**src/rtl/bitscan_unit.sv**
```systemverilog
module bitscan_unit #(
  parameter int unsigned XLEN = 64
) (
  input  logic            clk,
  input  logic            rst_n,
  input  logic            in_valid,
  input  logic [XLEN-1:0] operand,
  input  logic [1:0]      op,
  input  logic            wide,
  input  logic [XLEN-1:0] dest_in,
  output logic            out_valid,
  output logic [XLEN-1:0] result,
  output logic            zero_flag,
  output logic            wr_en
);
  localparam int unsigned HALF = XLEN / 2;
  localparam int unsigned IW   = $clog2(XLEN) + 1;

  logic [XLEN-1:0] masked;
  logic [IW-1:0]   lo_idx, hi_idx, width_val;
  logic            none_set, is_scan;
  logic [XLEN-1:0] next_res;

  assign masked    = wide ? operand : {{(XLEN-HALF){1'b0}}, operand[HALF-1:0]};
  assign none_set  = ~|masked;
  assign width_val = wide ? IW'(XLEN) : IW'(HALF);
  assign is_scan   = ~op[1];

  always_comb begin
    lo_idx = '0;
    hi_idx = '0;
    for (int i = XLEN - 1; i >= 0; i--)
      if (masked[i]) lo_idx = IW'(i);
    for (int i = 0; i < XLEN; i++)
      if (masked[i]) hi_idx = IW'(i);
  end

  always_comb begin
    unique case (op)
      2'b00: next_res = none_set ? dest_in : XLEN'(lo_idx);
      2'b01: next_res = none_set ? dest_in : XLEN'(hi_idx);
      2'b10: next_res = none_set ? XLEN'(width_val) : XLEN'(width_val - IW'(1) - hi_idx);
      default: next_res = none_set ? XLEN'(width_val) : XLEN'(lo_idx);
    endcase
  end

  always_ff @(posedge clk or negedge rst_n) begin
    if (!rst_n) begin
      out_valid <= 1'b0;
      wr_en     <= 1'b0;
      zero_flag <= 1'b0;
      result    <= '0;
    end else begin
      out_valid <= in_valid;
      wr_en     <= in_valid & ~(is_scan & none_set);
      if (in_valid) begin
        result    <= next_res;
        zero_flag <= none_set;
      end
    end
  end

  AST_VALID_DELAY: assert property (@(posedge clk) disable iff (!rst_n)
    out_valid == $past(in_valid));
  AST_WE_NEEDS_VALID: assert property (@(posedge clk) disable iff (!rst_n)
    wr_en |-> out_valid);
  AST_SCAN_ZERO_KEEP: assert property (@(posedge clk) disable iff (!rst_n)
    (in_valid && !op[1] && operand == '0) |=> (result == $past(dest_in) && !wr_en && zero_flag));
  AST_COUNT_ZERO_WIDTH: assert property (@(posedge clk) disable iff (!rst_n)
    (in_valid && op[1] && operand == '0) |=> (result == (($past(wide)) ? XLEN : HALF) && wr_en));
  AST_WIDE_HIGH_NONZERO: assert property (@(posedge clk) disable iff (!rst_n)
    (in_valid && wide && operand[XLEN-1:HALF] != '0) |=> !zero_flag);
  AST_NARROW_IGNORES_HIGH: assert property (@(posedge clk) disable iff (!rst_n)
    (in_valid && !wide && operand[HALF-1:0] == '0 && op == 2'b01) |=> zero_flag);
  AST_INDEX_RANGE: assert property (@(posedge clk) disable iff (!rst_n)
    (out_valid && !zero_flag) |-> result < XLEN);
endmodule

```
**config.mk**
```make
export PLATFORM = sky130hd
export DESIGN_NAME = bitscan_unit
export DESIGN_NICKNAME = d
export VERILOG_FILES = /design/src/rtl/bitscan_unit.sv
export SDC_FILE = /design/constraint.sdc
export NUM_CORES = 1
export LEC_CHECK = 0
export ABC_AREA = 1
export ABC_CLOCK_PERIOD_IN_PS = 800
export BUFFER_PORTS_ARGS = -buffer_cell sky130_fd_sc_hd__buf_2
export CORE_ASPECT_RATIO = 1.2
export CORE_UTILIZATION = 44
export CTS_BUF_LIST = sky130_fd_sc_hd__clkbuf_8
export DETAILED_ROUTE_END_ITERATION = 10
export GPL_ROUTABILITY_DRIVEN = 0
export HOLD_SLACK_MARGIN = 0.06
export PLACE_DENSITY = 0.79
export SYNTH_ARGS = -nofsm -noshare
export SYNTH_HDL_FRONTEND = slang
export SYNTH_SLANG_ARGS = --single-unit
```
**constraint.sdc**
```tcl
create_clock -name clk -period 0.8 [get_ports clk]
set_clock_uncertainty 0.05 [all_clocks]
set_input_delay 0.04 -clock clk [delete_from_list [all_inputs] [get_ports clk]]
set_output_delay 0.04 -clock clk [all_outputs]
set_load 0.05 [all_outputs]
```
==> impl_metrics.tcl, run 1 <==
set metrics [dict create \
    synth.area.top_cells "dfrtp_1 39%, nand2_1 26%, a21oi_1 8.6%" \
    seq_area_frac_synth_pct 38.5 \
    row_count 39 \
    h-tree-depth 3 \
    yosysUniqueCellTypes 31 \
    syn-instance-count 694 \
    die_w_um 92.8 \
    avgSynthCellArea_um2 6.27 \
    ctsResizeCount 261 \
    synth_most_common_cell "nand2_1" \
    ctsHoldBuffers 59 \
    syn_area_mm2 0.00435 \
    outcome "stopped before the end" \
    ios 201 \
    dpl.hpwl_um 10100 \
    yosys-top-cells-count "296 x nand2_1, 86 x nor2_1, 75 x a21oi_1, 67 x dfrtp_1, 58 x inv_1" \
    root_buffer "clkbuf_8" \
    dieHeight_um 111 \
    port_buffers 200 \
    synth_nets 830 \
    initial_core_util_pct 45.5 \
    synth_ff_type "dfrtp_1" \
    async_reset_ff_share_pct 100 \
    synth-edff-count 0 \
    cts.sinks 67 \
    ys_ff_latch 67 \
    synth_top_area_cell "dfrtp_1" \
    cts_buffers 9 \
    firstError "[ERROR DPL-0033] detailed placement checks failed during check placement." \
    cts_setup_buffers 54 \
    haltStage "4_1_cts" \
    yosys.area.top_type_share_pct 38.5 \
    clockBufferDepth 2 \
    ys_warn_count 0 \
]
## cell families after synthesis
logic type | share of synthesized area, %
AND/OR/NAND/NOR | 36.1
buffers and inverters | 8.71
AO/OA/AOI/OAI | 16.1
adder cells (fa/ha/maj) | 0.575
flip-flops | 38.5
## per-stage QoR
step | instance area [µm²] | setup WS [ns] | setup TNS [ns] | std cells | hold WS (ns)
2_1_floorplan | 4750 | -2.44 | -79.84 | 694 | -0.306
3_3_place_gp | 6800 | -2.76 | -116.22 | 1126 | -0.0984
3_5_place_dp | 6800 | -2.85 | -118.34 | 1126 | -0.100
==> run 2, diff against run 1 <==
==> config.mk (replaced) <==
export PLATFORM = sky130hd
export DESIGN_NAME = bitscan_unit
export DESIGN_NICKNAME = d
export VERILOG_FILES = /design/src/rtl/bitscan_unit.sv
export SDC_FILE = /design/constraint.sdc
export NUM_CORES = 1
export LEC_CHECK = 0
export ABC_AREA = 1
export ABC_CLOCK_PERIOD_IN_PS = 1050
export BUFFER_PORTS_ARGS = -buffer_cell sky130_fd_sc_hd__buf_2
export CORE_UTILIZATION = 40
export DETAILED_ROUTE_END_ITERATION = 10
export GPL_ROUTABILITY_DRIVEN = 0
export PLACE_DENSITY_LB_ADDON = 0.15
export SYNTH_ARGS = -nofsm -noshare
export SYNTH_HDL_FRONTEND = slang
export SYNTH_SLANG_ARGS = --single-unit
==> constraint.sdc (replaced) <==
create_clock -name clk -period 1.05 [get_ports clk]
set_clock_uncertainty 0.05 [all_clocks]
set_input_delay 0.0525 -clock clk [delete_from_list [all_inputs] [get_ports clk]]
set_output_delay 0.0525 -clock clk [all_outputs]
set_load 0.05 [all_outputs]
==> run 2 against run 1 <==
- synthesized cell count stayed put
- synthesized area stayed put
- the flow now finishes, with violations (setup timing)
==> impl_metrics.tcl, run 2 <==
set metrics [dict create \
    outcome "finished with violations" \
    violations "setup timing" \
    ir_drop_v 0.000971 \
    startpoint "operand[2]" \
    first_iter_violations 683 \
    final_common_cell "nand2_1" \
    wirelength_um 24400 \
    die_w_um 106 \
    hp-class "in -> reg" \
    tightest_slew_ns 0.383 \
    initial_core_util_pct 41.8 \
    rr_endpoint "result[37]" \
    post-place-ws_ns -2.66 \
    synth_fa_ha_area_share_pct 0.575 \
    cpPeakStageDelay_ns 0.21 \
    reg2reg_depth 3 \
    holdWs_ns 0.0360 \
    cp_max_fo 2 \
    yosysUniqueCellTypes 31 \
    finalCritPeriodShare_pct 361 \
    synth-simple-area-share_pct 36.1 \
    synth_most_common_cell "nand2_1" \
    areaGrowthSynthToFinish_pct 115 \
    largest_reg_flops 64 \
    synth_top_family_by_area "simple AND/OR/NAND/NOR gates" \
    cts_buffers 9 \
    seq_area_frac_synth_pct 38.5 \
    cp.required_ns 1.28 \
    core-area_mm2 0.0104 \
    clockBufferDepth 2 \
    total_power_mw 9.66 \
    grt_pass1_vias 6363 \
    max_freq_ghz 0.264 \
    grt_use_total_pct 33.8 \
    synth_ff_type "dfrtp_1" \
    largest_register "result" \
    cts_tree "yes" \
    syn_area_mm2 0.00435 \
    rsz0062_at_grt "yes" \
    cts.sinks 67 \
    endpoint "result[0]" \
    r2r_slack_ns 0.06 \
    clk_pin_slew_ns 0.08 \
    cpMostUsedCell "nand2_1" \
    dieHeight_um 106 \
    cap_viol_max_count 0 \
    cp-start-kind "primary input" \
    hold_violations 0 \
    timing.rr.start "result[37]" \
    yosys-top-cells-count "296 x nand2_1, 86 x nor2_1, 75 x a21oi_1, 67 x dfrtp_1, 58 x inv_1" \
    relSlewSlack_pct 74.4 \
    synth_xor_area_share_pct 0 \
    dr.pass1.iters 6 \
    synth-edff-count 0 \
    crit_type "in -> reg" \
    drtAntennaViolNets 0 \
    viasPerCell 5.45 \
    ios 201 \
    fill_cells 452 \
    port_buffers 200 \
    syn-instance-count 694 \
    layout_min_cycle_time_ns 3.79 \
    async_reset_ff_share_pct 100 \
    drc 0 \
    setup_violations 84 \
    drive_above_1_share_pct 51.5 \
    synth_nets 830 \
    root_buffer "clkbuf_8" \
    antenna_found_initial 2 \
    grt_first_pass_wirelength_um 29900 \
    row_count 37 \
    p_per_area_mw_per_mm2 1030 \
    fin_nets 1263 \
    h-tree-depth 3 \
    maxSlewViolCount 0 \
    fin_ws_ns -2.74 \
    grt-ovfl-total 0 \
    avgSynthCellArea_um2 6.27 \
    synth.area.top_cells "dfrtp_1 39%, nand2_1 26%, a21oi_1 8.6%" \
    p_leak_nw 4.90 \
    ys_warn_count 0 \
    critPathSlowestCell "o21ai_1" \
    worstPathArrival_ns 4.02 \
    grt_max_degree 49 \
    dieArea_mm2 0.0113 \
    routed-via-count 6923 \
    muxShareOfSynthArea_pct 0 \
    worstSkewPairLatency_ns 0.36 \
    wl_per_cell_um 19.2 \
    ys_ff_latch 67 \
    critPathCaptureType "flip-flop" \
    synth_top_area_cell "dfrtp_1" \
    yosys.area.top_type_share_pct 38.5 \
    final_cell_mix "232 x nand2_1, 141 x buf_4, 131 x buf_2" \
    dpl.hpwl_um 9950 \
    synth_compound_area_share_pct 16.1 \
]
## run 2: cell counts after synthesis
Identical to the previous run, type by type.
## run 2: logic make-up (layout without fill, tap and decap cells)
logic type / Yosys count / in the layout
AND/OR/NAND/NOR: 405 / 405
adder cells (fa/ha/maj): 2 / 2
flip-flops: 67 / 67
other: 0 / 2
buffers and inverters: 88 / 526
AO/OA/AOI/OAI: 132 / 132
## run 2: final cells by class
| type | instances | area [µm²] | area share, % |
|---|---|---|---|
| timing repair buffer | 448 | 3950 | 42.1 |
| multi-input combinational | 539 | 3080 | 32.8 |
| sequential | 67 | 1680 | 17.9 |
| inverter | 62 | 238 | 2.54 |
| tap | 136 | 170 | 1.81 |
| clock buffer | 12 | 165 | 1.76 |
| clock inverter | 4 | 95.1 | 1.01 |
| antenna | 2 | 5.00 | 0.0534 |
## run 2: stage by stage
| stage | cell area [µm²] | utilization [%] | TNS [ns] | cells |
|---|---|---|---|---|
| floorplan | 4750 | - | -64.16 | 694 |
| global placement | 6720 | 64.5 | -113.30 | 1133 |
| detailed placement | 6720 | 64.5 | -118.16 | 1133 |
| CTS | 8770 | 84.2 | -85.14 | 1255 |
| global route | 9380 | 90.0 | -118.99 | 1270 |
| finish | 9380 | 90.0 | -112.12 | 1270 |
## run 2: power by group
group / internal [mW] / total [mW] / switching [mW] / leakage [nW]
registers: 2.78 / 2.97 / 0.193 / 0.844
clock network: 1.77 / 2.93 / 1.16 / 0.133
logic: 1.61 / 3.75 / 2.14 / 3.92
total: 6.16 / 9.66 / 3.50 / 4.90
## run 2: how the worst min path moves through the flow
stage,slack (ns),start,end,cells after the start
after global placement,0.009,rst_n,result[44],2
final,0.04,in_valid,out_valid,2
after floorplan,-0.29,rst_n,out_valid,0
after global routing,0.03,in_valid,out_valid,2
after detailed placement,0.01,rst_n,result[44],2
after CTS,0.03,in_valid,out_valid,2
## run 2: what timing repair did
action	4_1_cts	5_1_grt
hold buffers	59	0
endpoints found under the setup margin	130	131
cloned	12	1
endpoints found under the hold margin	125	0
pin swaps	42	78
setup buffers	35	22
resized for setup	192	160
## run 2: worst max-delay path: cells and delay by family
family                 cells  cell delay [ns]
AO/OA/AOI/OAI              2             0.29
AND/OR/NAND/NOR           63             3.37
buffers and inverters      3             0.29
## run 2: metal layers
metal	vias up	track usage (%)	share of wire, %
met3	196	7.54	8.0
met2	518	62.4	51
li1	3060	-	-
met4	0	15.8	8.4
met1	3149	36.2	32
met5	-	0	0
Note: power is estimated with default switching activity, not from simulation.
